<file path="src/rtl/lcd_wr_pkg.sv">
package lcd_wr_pkg;

    typedef enum logic [2:0] {
        PH_IDLE   = 3'd0,
        PH_ADDR   = 3'd1,
        PH_SETUP  = 3'd2,
        PH_ACTIVE = 3'd3,
        PH_HOLD   = 3'd4
    } phase_e;

    // Values held in the captured timing registers after reset
    localparam int RST_WR_SETUP  = 0;
    localparam int RST_WR_ACTIVE = 1;
    localparam int RST_WR_HOLD   = 0;

endpackage

</file>
<file path="src/rtl/lcd_wr_phase_timer.sv">
module lcd_wr_phase_timer #(
    parameter int TIME_W = 4
) (
    input  logic              clk,
    input  logic              rst_n,
    input  logic              load,
    input  logic [TIME_W-1:0] load_val,
    output logic              done
);

    logic [TIME_W-1:0] cnt_d, cnt_q;

    always_comb begin
        cnt_d = cnt_q;
        if (load) begin
            cnt_d = load_val;
        end else if (cnt_q != '0) begin
            cnt_d = cnt_q - 1'b1;
        end
    end

    always_ff @(posedge clk or negedge rst_n) begin
        if (!rst_n) begin
            cnt_q <= '0;
        end else begin
            cnt_q <= cnt_d;
        end
    end

    assign done = (cnt_q == '0);

    // Counter walks down one step per cycle unless reloaded (R2..R5 phase lengths)
    p_count_down_r4: assert property (@(posedge clk) disable iff (!rst_n)
        (!load && cnt_q != '0) |=> (cnt_q == $past(cnt_q) - 1'b1));

    // A reload always lands the requested value
    p_load_lands_r3: assert property (@(posedge clk) disable iff (!rst_n)
        load |=> (cnt_q == $past(load_val)));

endmodule

</file>
<file path="src/rtl/lcd_wr_ctrl.sv">
module lcd_wr_ctrl
    import lcd_wr_pkg::*;
#(
    parameter int DATA_W = 16,
    parameter int TIME_W = 4
) (
    input  logic              clk,
    input  logic              rst_n,
    input  logic              req_valid,
    input  logic              req_dc,
    input  logic [DATA_W-1:0] req_data,
    input  logic [TIME_W-1:0] cfg_cs_setup,
    input  logic [TIME_W-1:0] cfg_wr_setup,
    input  logic [TIME_W-1:0] cfg_wr_active,
    input  logic [TIME_W-1:0] cfg_wr_hold,
    input  logic              tmr_done,
    output logic              tmr_load,
    output logic [TIME_W-1:0] tmr_val,
    output logic              req_ready,
    output logic              busy,
    output logic              lcd_dc,
    output logic              lcd_cs_n,
    output logic              lcd_we_n,
    output logic [DATA_W-1:0] lcd_data
);

    typedef struct packed {
        phase_e            ph;
        logic              dc;
        logic [DATA_W-1:0] data;
        logic [TIME_W-1:0] wr_setup;
        logic [TIME_W-1:0] wr_active;
        logic [TIME_W-1:0] wr_hold;
    } st_t;

    st_t st_d, st_q;
    logic accept;

    assign accept = req_valid && (st_q.ph == PH_IDLE);

    always_comb begin
        st_d     = st_q;
        tmr_load = 1'b0;
        tmr_val  = '0;
        unique case (st_q.ph)
            PH_IDLE: begin
                if (req_valid) begin
                    st_d.ph        = PH_ADDR;
                    st_d.dc        = req_dc;
                    st_d.data      = req_data;
                    st_d.wr_setup  = cfg_wr_setup;
                    st_d.wr_active = cfg_wr_active;
                    st_d.wr_hold   = cfg_wr_hold;
                    tmr_load       = 1'b1;
                    tmr_val        = cfg_cs_setup;
                end
            end
            PH_ADDR: begin
                if (tmr_done) begin
                    st_d.ph  = PH_SETUP;
                    tmr_load = 1'b1;
                    tmr_val  = st_q.wr_setup;
                end
            end
            PH_SETUP: begin
                if (tmr_done) begin
                    st_d.ph  = PH_ACTIVE;
                    tmr_load = 1'b1;
                    tmr_val  = st_q.wr_active;
                end
            end
            PH_ACTIVE: begin
                if (tmr_done) begin
                    st_d.ph  = PH_HOLD;
                    tmr_load = 1'b1;
                    tmr_val  = st_q.wr_hold;
                end
            end
            PH_HOLD: begin
                if (tmr_done) begin
                    st_d.ph = PH_IDLE;
                end
            end
            default: begin
                st_d.ph = PH_IDLE;
            end
        endcase
    end

    always_ff @(posedge clk or negedge rst_n) begin
        if (!rst_n) begin
            st_q.ph        <= PH_IDLE;
            st_q.dc        <= 1'b0;
            st_q.data      <= '0;
            st_q.wr_setup  <= TIME_W'(RST_WR_SETUP);
            st_q.wr_active <= TIME_W'(RST_WR_ACTIVE);
            st_q.wr_hold   <= TIME_W'(RST_WR_HOLD);
        end else begin
            st_q <= st_d;
        end
    end

    assign req_ready = (st_q.ph == PH_IDLE);
    assign busy      = (st_q.ph != PH_IDLE);
    assign lcd_cs_n  = (st_q.ph == PH_IDLE) || (st_q.ph == PH_ADDR);
    assign lcd_we_n  = (st_q.ph != PH_ACTIVE);
    assign lcd_dc    = st_q.dc;
    assign lcd_data  = st_q.data;

    // Acceptance closes the handshake and raises busy in the next cycle
    p_accept_blocks_r8: assert property (@(posedge clk) disable iff (!rst_n)
        accept |=> (busy && !req_ready && lcd_cs_n));

    // The command/data line does not move inside a transfer
    p_dc_stable_r2: assert property (@(posedge clk) disable iff (!rst_n)
        (busy && $past(busy)) |-> $stable(lcd_dc));

    // Bus word is frozen while chip-select is low
    p_data_stable_r6: assert property (@(posedge clk) disable iff (!rst_n)
        (!lcd_cs_n && $past(!lcd_cs_n)) |-> $stable(lcd_data));

    // Write strobe only inside chip-select
    p_we_inside_cs_r9: assert property (@(posedge clk) disable iff (!rst_n)
        !lcd_we_n |-> !lcd_cs_n);

    // Write strobe already high when chip-select releases
    p_we_first_r9: assert property (@(posedge clk) disable iff (!rst_n)
        $rose(lcd_cs_n) |-> $past(lcd_we_n));

    // Chip-select falls with the write strobe still high
    p_cs_fall_we_high_r3: assert property (@(posedge clk) disable iff (!rst_n)
        $fell(lcd_cs_n) |-> lcd_we_n);

    // Chip-select release ends busy in the same cycle
    p_release_idle_r10: assert property (@(posedge clk) disable iff (!rst_n)
        $rose(lcd_cs_n) |-> (!busy && req_ready));

endmodule

</file>
<file path="src/rtl/lcd_wr_seq.sv">
module lcd_wr_seq #(
    parameter int DATA_W = 16,
    parameter int TIME_W = 4
) (
    input  logic              clk,
    input  logic              rst_n,
    input  logic              req_valid,
    output logic              req_ready,
    input  logic              req_dc,
    input  logic [DATA_W-1:0] req_data,
    input  logic [TIME_W-1:0] cfg_cs_setup,
    input  logic [TIME_W-1:0] cfg_wr_setup,
    input  logic [TIME_W-1:0] cfg_wr_active,
    input  logic [TIME_W-1:0] cfg_wr_hold,
    output logic              lcd_dc,
    output logic              lcd_cs_n,
    output logic              lcd_we_n,
    output logic [DATA_W-1:0] lcd_data,
    output logic              busy
);

    logic              tmr_load;
    logic [TIME_W-1:0] tmr_val;
    logic              tmr_done;

    lcd_wr_phase_timer #(
        .TIME_W (TIME_W)
    ) timer_i (
        .clk      (clk),
        .rst_n    (rst_n),
        .load     (tmr_load),
        .load_val (tmr_val),
        .done     (tmr_done)
    );

    lcd_wr_ctrl #(
        .DATA_W (DATA_W),
        .TIME_W (TIME_W)
    ) ctrl_i (
        .clk           (clk),
        .rst_n         (rst_n),
        .req_valid     (req_valid),
        .req_dc        (req_dc),
        .req_data      (req_data),
        .cfg_cs_setup  (cfg_cs_setup),
        .cfg_wr_setup  (cfg_wr_setup),
        .cfg_wr_active (cfg_wr_active),
        .cfg_wr_hold   (cfg_wr_hold),
        .tmr_done      (tmr_done),
        .tmr_load      (tmr_load),
        .tmr_val       (tmr_val),
        .req_ready     (req_ready),
        .busy          (busy),
        .lcd_dc        (lcd_dc),
        .lcd_cs_n      (lcd_cs_n),
        .lcd_we_n      (lcd_we_n),
        .lcd_data      (lcd_data)
    );

    // Reset leaves the bus idle
    p_idle_pins_r1: assert property (@(posedge clk) disable iff (!rst_n)
        !busy |-> (lcd_cs_n && lcd_we_n && req_ready));

endmodule

</file>
<file path="config.mk">
export PLATFORM = sky130hd
export DESIGN_NAME = lcd_wr_seq
export DESIGN_NICKNAME = d
export VERILOG_FILES = /design/src/rtl/lcd_wr_pkg.sv /design/src/rtl/lcd_wr_phase_timer.sv /design/src/rtl/lcd_wr_ctrl.sv /design/src/rtl/lcd_wr_seq.sv
export SDC_FILE = /design/constraint.sdc
export NUM_CORES = 1
export LEC_CHECK = 0
export BUFFER_PORTS_ARGS = -buffer_cell sky130_fd_sc_hd__buf_2
export CORE_MARGIN = 2
export CORE_UTILIZATION = 50
export CTS_CLUSTER_SIZE = 30
export DETAILED_ROUTE_END_ITERATION = 10
export GPL_ROUTABILITY_DRIVEN = 0
export PLACE_DENSITY = 0.79
export RECOVER_POWER = 50
export SLEW_MARGIN = 20
export SYNTH_ARGS = -nofsm -noshare
export SYNTH_HDL_FRONTEND = slang
export SYNTH_HIERARCHICAL = 1
export SYNTH_SLANG_ARGS = --single-unit
</file>
<file path="constraint.sdc">
create_clock -name clk -period 2.7 [get_ports clk]
set_clock_uncertainty 0.1 [all_clocks]
set_input_delay 0.675 -clock clk [delete_from_list [all_inputs] [get_ports clk]]
set_output_delay 0.675 -clock clk [all_outputs]
set_load 0.05 [all_outputs]
</file>
# Word-level counts from Yosys, hierarchy flattened
# Cells that the tools add are included.
# word_totals
register_bits	36
latch_bits	0
mem_bits_rw	0
mem_bits_ro	0
input_bits	36
output_inout_bits	21
elab_cells	43
memories	0
# op_classes
add_sub_neg	1
mul	0
div_mod_pow	0
n_lt_le_gt_ge	0
eq_ne	10
shifts	0
n_mux	16
bitwise_logic	0
n_reduce_logical	9
# op_table
op	count
$mux W32	1
$mux W4	6
$pmux W4 S4	1
$pmux W3 S5	1
$mux W3	4
$ne A2 B1 Y1 const B	4
$eq A3 B2 Y1 const B	2
$reduce_and A5 Y1	1
$logic_not A4 Y1	1
$reduce_bool A4 Y1	1
$sub A4 B1 Y4 const B	1
$eq A3 B1 Y1 const B	1
$eq A3 B3 Y1 const B	1
$logic_not A3 Y1	1
$ne A3 B2 Y1 const B	1
$reduce_bool A3 Y1	1
$reduce_or A3 Y1	1
$mux W1	2
$ne A2 B2 Y1 const B	1
$pmux W1 S2	1
$reduce_and A2 Y1	1
$reduce_bool A2 Y1	1
$logic_or A1 B1 Y1	1

# Depth between registers and ports, before layout
# Gate-level depths: netlist of the first run.
# depth
word_depth	4
mapped_depth	8
ltp_nobuf	8

# Hierarchy
# Netlist of the first run, hierarchy kept.
# modules_own_cells
mod	instances	cells_per_inst	area_each_um2	seq_area_each_um2
lcd_wr_ctrl	1	119	1539.0	802.0
lcd_wr_phase_timer	1	22	234.0	100.1

# Worst setup path before layout of the first run
# OpenSTA, ideal clock, no wires.
# synth_timing
path_kind	flip-flop to output port
startpoint	reg ctrl_i/st_q[29] in the netlist's numbering
endpoint	out busy
arrival_time_ns	2.319
required_time_ns	1.925
setup_slack_ns	-0.394
path_stages_with_launch	4
path_buffers	1
path_cell_list	dfrtp_1 buf_2 nor3_1 inv_1
# synth_between
elab_chain_cells	1
# synth_rtl
item	line_no	rtl
start, declared	lcd_wr_ctrl.sv:36	st_t st_d, st_q;
start signal, assigned	lcd_wr_ctrl.sv:99	st_q <= st_d;
$reduce_bool A3 Y1	lcd_wr_ctrl.sv:104	assign busy = (st_q.ph != PH_IDLE);
end, declared	lcd_wr_seq.sv:19	output logic busy
# No other way between the ends.

# Worst setup path after layout of the first run
# layout_timing
startpoint	reg timer_i.cnt_q[0]
endpoint	reg timer_i.cnt_q[3]
# layout_between
elab_chain_cells	4
word_cells_on_any_way	12
cone_classes	add/sub: 1; mux: 8; reduce/logical: 3
# layout_rtl
item	line_no	rtl
start, declared	lcd_wr_phase_timer.sv:11	logic [TIME_W-1:0] cnt_d, cnt_q;
start signal, assigned	lcd_wr_phase_timer.sv:26	cnt_q <= cnt_d;
$logic_not A4 Y1 (*)	lcd_wr_phase_timer.sv:30	assign done = (cnt_q == '0);
named net tmr_done	lcd_wr_seq.sv:24	logic tmr_done;
$mux W1 (*)	lcd_wr_ctrl.sv:59, lcd_wr_ctrl.sv:66, lcd_wr_ctrl.sv:73	
$pmux W1 S2 (*)	lcd_wr_ctrl.sv:45	unique case (st_q.ph)
named net tmr_load	lcd_wr_seq.sv:22	logic tmr_load;
$mux W4 or $reduce_bool A2 Y1 (tied branches)	--	
# The timed path passes the listed nets; every way through them passes the cells marked *. The select of a mux whose other input is x is not followed.
# A chain may end at the register's enable or synchronous reset.

==> impl_metrics.ini, run 1 <==
[cts]
path_clk_slew_ns = 0.10
cts_buffer_depth = 2
cts_tree = yes
cts.sinks = 36
cts-root-buf = clkbuf_4
cts_resized = 0
cts_made_buffers = 5
post-cts-setup-buffers = 0
clk_latency_ns = 0.33
ctsHoldBuffers = 0
h-tree-depth = 2

[sta]
drv_slew = 37
period_minus_slack_ns = 2.44
setup_violations = 0
fmax_ghz = 0.409
slew_headroom_pct = -22.6
rsz0062_at_grt = no
worst_slew_pin_slew_ns = 1.84
period_share_pct = 90.5
holdWs_ns = 0.403
fin_tns_setup_ns = 0
hold_viol_final = 0

[yosys]
syn_area_um2 = 1770
ys_ff_latch = 36
synthesis.nets = 178
ys_types = 31
synth-seq-area-share_pct = 50.9
ys_warn_count = 6
syn_inst = 141
synth.avg_cell_area_um2 = 12.6

[critical_path]
criticalPathCategory = reg -> reg
arrival_ns = 2.58
rr_worst_depth = 7
start_kind = register
crit_chain = inv_1 -> ha_1 -> nor3b_4 -> o21ai_0 -> a21oi_1 -> nor3_1 -> a221o_1
slowest_delay_ns = 0.54
worstPathMaxFanout = 10
end_kind = register
cp_top_family = compound AO/OA/AOI/OAI gates
timing.critical_path.buf_inv = 1
slowest_stage = a21oi_1
required_ns = 2.83
cp.depth = 7

[route]
vias_per_cell = 5.12
routed_wl_um = 3090
firstDrtPassIters = 4
via_count = 1178
wire_per_inst_um = 13.4
drc = 0
drtIter0Drc = 37
drtAntennaViolNets = 0

[status]
status = finished with violations
violations = max-capacitance violations, max-slew violations

[global_routing]
grt-ovfl-total = 0
grt_start_max_net_pins = 37
grt_pass1_wl_um = 5420
grt_pass1_vias = 1245
antenna_found_initial = 0
grtUsageTotal_pct = 17.6

[job]
maxCapViolations = 1

[final_layout]
drive_gt1_share_pct = 51.1
area_growth_pct = 13.4
seq_area_um2 = 902
nFillCells = 294
nets = 220
multi_input_area_um2 = 694
antennaDiodeCount = 0

[die]
coreArea_um2 = 3360
die_h_um = 63.5
num_io_pins = 57
initial_core_util_pct = 52.7
die_w_um = 63.5
dieArea_um2 = 4040
rows = 21

[power_and_ir_drop]
p_leak_uw = 0.000935
p_per_area_nw_per_um2 = 1440
peakVddDrop_v = 0.000637
power_uw = 2890

[place]
portBuffers = 56
dp_hpwl_um = 2350

[min_path]
min_path_cells = 1
hp-class = reg -> reg
## synth_stat cells (all sizes together)
cell type / count / share of area, %
nor3b: 2 / 1.5
a21oi: 1 / 0.28
nor4b: 1 / 1.3
nand2b: 1 / 0.35
mux2: 34 / 22
clkbuf: 3 / 0.64
a221o: 1 / 0.56
buf: 20 / 9.0
nand2: 13 / 2.8
xnor2: 1 / 0.49
dfstp: 1 / 1.5
o21ai: 3 / 0.85
a31oi: 1 / 0.35
nand3b: 3 / 1.3
nand4b: 1 / 0.49
ha: 1 / 0.71
a22oi: 4 / 1.7
mux2i: 2 / 1.1
nor2: 3 / 0.64
nor2b: 1 / 0.35
xor2: 1 / 0.49
dfrtp: 35 / 49
and3b: 1 / 0.49
and4bb: 1 / 0.71
nor3: 3 / 0.85
inv: 3 / 0.64
## metrics by stage
stage          setup slack, ns  instances  utilization, %  area [um2]
2_1_floorplan            0.181        141               -        1780
3_3_place_gp             0.506        222            58.3        1960
3_5_place_dp             0.324        222            58.3        1960
4_1_cts                  0.299        230            60.1        2020
5_1_grt                 0.0702        230            59.8        2010
6_report                 0.255        230            59.8        2010
## cell families (layout without fill, tap and decap cells)
logic type	after synthesis	after routing	synth area share (%)
xor gates and xnor gates	2	2	0.988
muxes	36	36	22.7
buffers and inverters	26	69	10.2
adders and majority gates	1	1	0.706
and+or+nand+nor	30	30	10.7
DFF	36	36	50.9
AOI/OAI and AO/OA	10	10	3.74
## power by group
group          total (uW)  switching (uW)  internal (uW)
logic                1570             994            576
registers            1020             207            817
clock network         292             168            124
total                2890            1370           1520
## metal layers
metal | global-route usage (%) | routed length [um]
met1 | 19.4 | 1250
met2 | 29.5 | 1560
met3 | 6.43 | 199
met5 | 0 | 0
met4 | 9.51 | 75
## final cells by class
type                    count  area share (%)
flip-flops and latches     36            44.9
multi-input cells          79            34.5
clock inverters             2           0.498
clock buffers               6            2.55
inverters                   3           0.560
repair buffers             58            14.1
well taps                  46            2.86
## placed cells by master (no fill, tap or decap), types with 3 or more instances in the layout
cell type | netlist | routed
dfrtp_1 | 35 | 35
clkbuf_1 | 3 | 9
inv_1 | 3 | 3
nand3b_1 | 3 | 3
a22oi_1 | 4 | 4
mux2_2 | 32 | 32
nor2_1 | 3 | 3
nand2_1 | 13 | 13
buf_2 | 1 | 47
clkbuf_4 | 0 | 5
## final timing paths
path	slack, ns	startpoint	to
hold reg to reg	0.40	ctrl_i/lcd_data[14]	ctrl_i/lcd_data[14]
setup reg to reg	0.26	timer_i/cnt_q[0]	timer_i/cnt_q[3]
setup / recovery	0.26	timer_i/cnt_q[0]	timer_i/cnt_q[3]
min in group asynchronous	0.72	rst_n	ctrl_i/st_q[7]
hold / removal	0.40	ctrl_i/lcd_data[14]	ctrl_i/lcd_data[14]
max in group asynchronous	0.72	rst_n	ctrl_i/lcd_data[7]
## registers in the layout, indices dropped and copies added, names as in the netlist
signal / count
ctrl_i/lcd_data: 16
ctrl_i/st_q: 15
timer_i/cnt_q: 4
ctrl_i/lcd_dc: 1
(Power assumes the default switching activity.)
==> run 2: changes to the inputs <==
--- a/config.mk
+++ b/config.mk
@@ -5,13 +5,13 @@
 export SDC_FILE = /design/constraint.sdc
 export NUM_CORES = 1
 export LEC_CHECK = 0
+export ABC_AREA = 1
 export BUFFER_PORTS_ARGS = -buffer_cell sky130_fd_sc_hd__buf_2
 export CORE_MARGIN = 2
-export CORE_UTILIZATION = 50
+export CORE_UTILIZATION = 25
 export CTS_CLUSTER_SIZE = 30
 export DETAILED_ROUTE_END_ITERATION = 10
 export GPL_ROUTABILITY_DRIVEN = 0
-export PLACE_DENSITY = 0.79
 export RECOVER_POWER = 50
 export SLEW_MARGIN = 20
 export SYNTH_ARGS = -nofsm -noshare
==> run 2 against run 1 <==
The run now ends clean. Non-clock buffer count unchanged. Final cell count increased by 65%. Clock power increased by 34%. Sequential share of layout area decreased by 4.4 points. Synthesized cell count increased by 70%. Area after synthesis increased by 10%. Critical path type is now reg -> out. Critical endpoint is now req_ready. Largest cell class unchanged. Highest routed layer unchanged.
==> impl_metrics.ini, run 2 <==
[route]
via_count = 1614
routed_wl_um = 4380
drtAntennaViolNets = 0
drtIter0Drc = 100
drc = 0
firstDrtPassIters = 4
wire_per_inst_um = 11.5
vias_per_cell = 4.25

[final_layout]
antennaDiodeCount = 0
nets = 314
stdcell_count = 380
drive_gt1_share_pct = 28.1
largest_reg_flops = 16
multi_input_area_um2 = 771
nFillCells = 840
seq_area_um2 = 902
fin_util_pct = 29.1
final_cell_mix = nand2_1 (85), buf_2 (56), nand3_1 (41)
area_growth_pct = 14.1
final_cell_area_um2 = 2230
layout_commonest_cell = nand2_1

[place]
dp_hpwl_um = 3040
placedCellCount = 372
portBuffers = 56
placed_area_um2 = 2150

[power_and_ir_drop]
p_leak_uw = 0.00118
p_per_area_nw_per_um2 = 1350
peakVddDrop_v = 0.000540

[cts]
cts_resized = 0
path_clk_slew_ns = 0.07
cts_made_buffers = 5
h-tree-depth = 2
cts_tree = yes
cts-root-buf = clkbuf_8
clk_latency_ns = 0.28
cts_buffer_depth = 2
post-cts-setup-buffers = 0
cts.sinks = 36
ctsHoldBuffers = 0

[yosys]
synth_commonest_cells = nand2_1 (82), nand3_1 (41), dfrtp_1 (35)
synth.top_cells.by_area = dfrtp_1 (45%), nand2_1 (16%), nand3_1 (11%)
ys_types = 23
syn_inst = 240
synth_top_area_share_pct = 44.9
synthArstFlopShare_pct = 100
yosysMostFrequentCell = nand2_1
synthesis.nets = 277
ys_warn_count = 6
synth-main-ff-cell = dfrtp_1
syn_area_um2 = 1950
synth-seq-area-share_pct = 46.2
synth.avg_cell_area_um2 = 8.13
ys_ff_latch = 36
yosys.area.top_type = dfrtp_1
synth_edf_count = 0

[sta]
period_minus_slack_ns = 2.44
setup_violations = 0
drv_slew = 0
hold_viol_final = 0
fin_tns_setup_ns = 0
fmax_ghz = 0.411
period_share_pct = 90.2
slew_headroom_pct = 45.5
worst_slew_pin_slew_ns = 0.818
rsz0062_at_grt = no

[die]
initial_core_util_pct = 25.5
dieArea_um2 = 8530
die_w_um = 92.4
num_io_pins = 57
coreArea_um2 = 7650
rows = 32
die_h_um = 92.4

[global_routing]
grt_start_max_net_pins = 37
grt_pass1_vias = 1684
antenna_found_initial = 0
grt-ovfl-total = 0
grtUsageTotal_pct = 11.3
grt_pass1_wl_um = 7650

[critical_path]
criticalPathCategory = reg -> out
reg2reg_from = timer_i/cnt_q[0]
arrival_ns = 1.66
start_kind = register
worstPathMaxFanout = 35
startpoint = ctrl_i/st_q[30]
end_kind = output pin
required_ns = 1.92

[min_path]
min_from = ctrl_i/st_q[4]
hp-class = reg -> reg

[job]
maxCapViolations = 0

[status]
status = complete, no violations
## run 2: cell types whose count changed after synthesis, sizes merged, moves of 3 or more
| cell | previous run | this run |
|---|---|---|
| a22oi | 4 | 0 |
| buf | 20 | 27 |
| inv | 3 | 10 |
| mux2 | 34 | 0 |
| nand2 | 13 | 92 |
| nand3 | 0 | 43 |
| nand3b | 3 | 0 |
| nand4 | 0 | 6 |
| nor2 | 3 | 16 |
| nor3 | 3 | 0 |
| o21ai | 3 | 6 |
## run 2: kinds of logic after synthesis
kind of cell               Yosys count  synth area share, %
DFF                                 36                 46.2
adders and majority gates            1                0.641
buffers and inverters               38                 13.7
and+or+nand+nor                    157                 37.1
xor gates and xnor gates             1                0.449
AOI/OAI and AO/OA                    7                 1.92
## run 2: routing by layer
metal  up-vias  part of all wire, %  track usage, %
li1        828                    -               -
met1       741                   45            13.2
met2        39                   49            19.8
met3         6                  4.5            3.01
met4         0                  1.7            4.35
met5         -                    0               0
## run 2: cell type report
cell class              count  share of cell area [%]
repair buffers             58                    13.1
multi-input cells         166                    34.6
inverters                  10                    2.02
clock buffers               8                    4.04
flip-flops and latches     36                    40.5
well taps                 102                    5.73
## run 2: worst paths after layout
kind	endpoint	slack, ns	depth (start not counted)
max	req_ready	0.26	4
min reg2reg	ctrl_i/st_q[4]	0.37	2
max reg2reg	timer_i/cnt_q[0]	0.44	13
min	ctrl_i/st_q[4]	0.37	2
max in group asynchronous	ctrl_i/lcd_data[5]	1.60	1
min in group asynchronous	ctrl_i/st_q[0]	0.38	1
## run 2: power by group
part / total, uW / leakage [uW] / internal, uW / switching [uW]
clock: 391 / 0.0000455 / 208 / 183
sequential: 969 / 0.000447 / 800 / 169
combinational: 1650 / 0.000691 / 414 / 1230
total: 3010 / 0.00118 / 1420 / 1590
## run 2: worst max-delay path, cell delays in order, from the launching register on
cell,delay (ns)
dfrtp_1,0.48
nor2_4,0.14
nand2_1,0.19
inv_8,0.25
buf_2,0.31
## run 2: per-stage QoR
step                hold WS, ns  total power (uW)  setup WS, ns
floorplan                 0.279              2520         0.712
global placement          0.353              2640         0.650
detailed placement        0.357              2670         0.592
CTS                       0.371              3080         0.373
global route              0.394              3280         0.141
finish                    0.367              3010         0.264
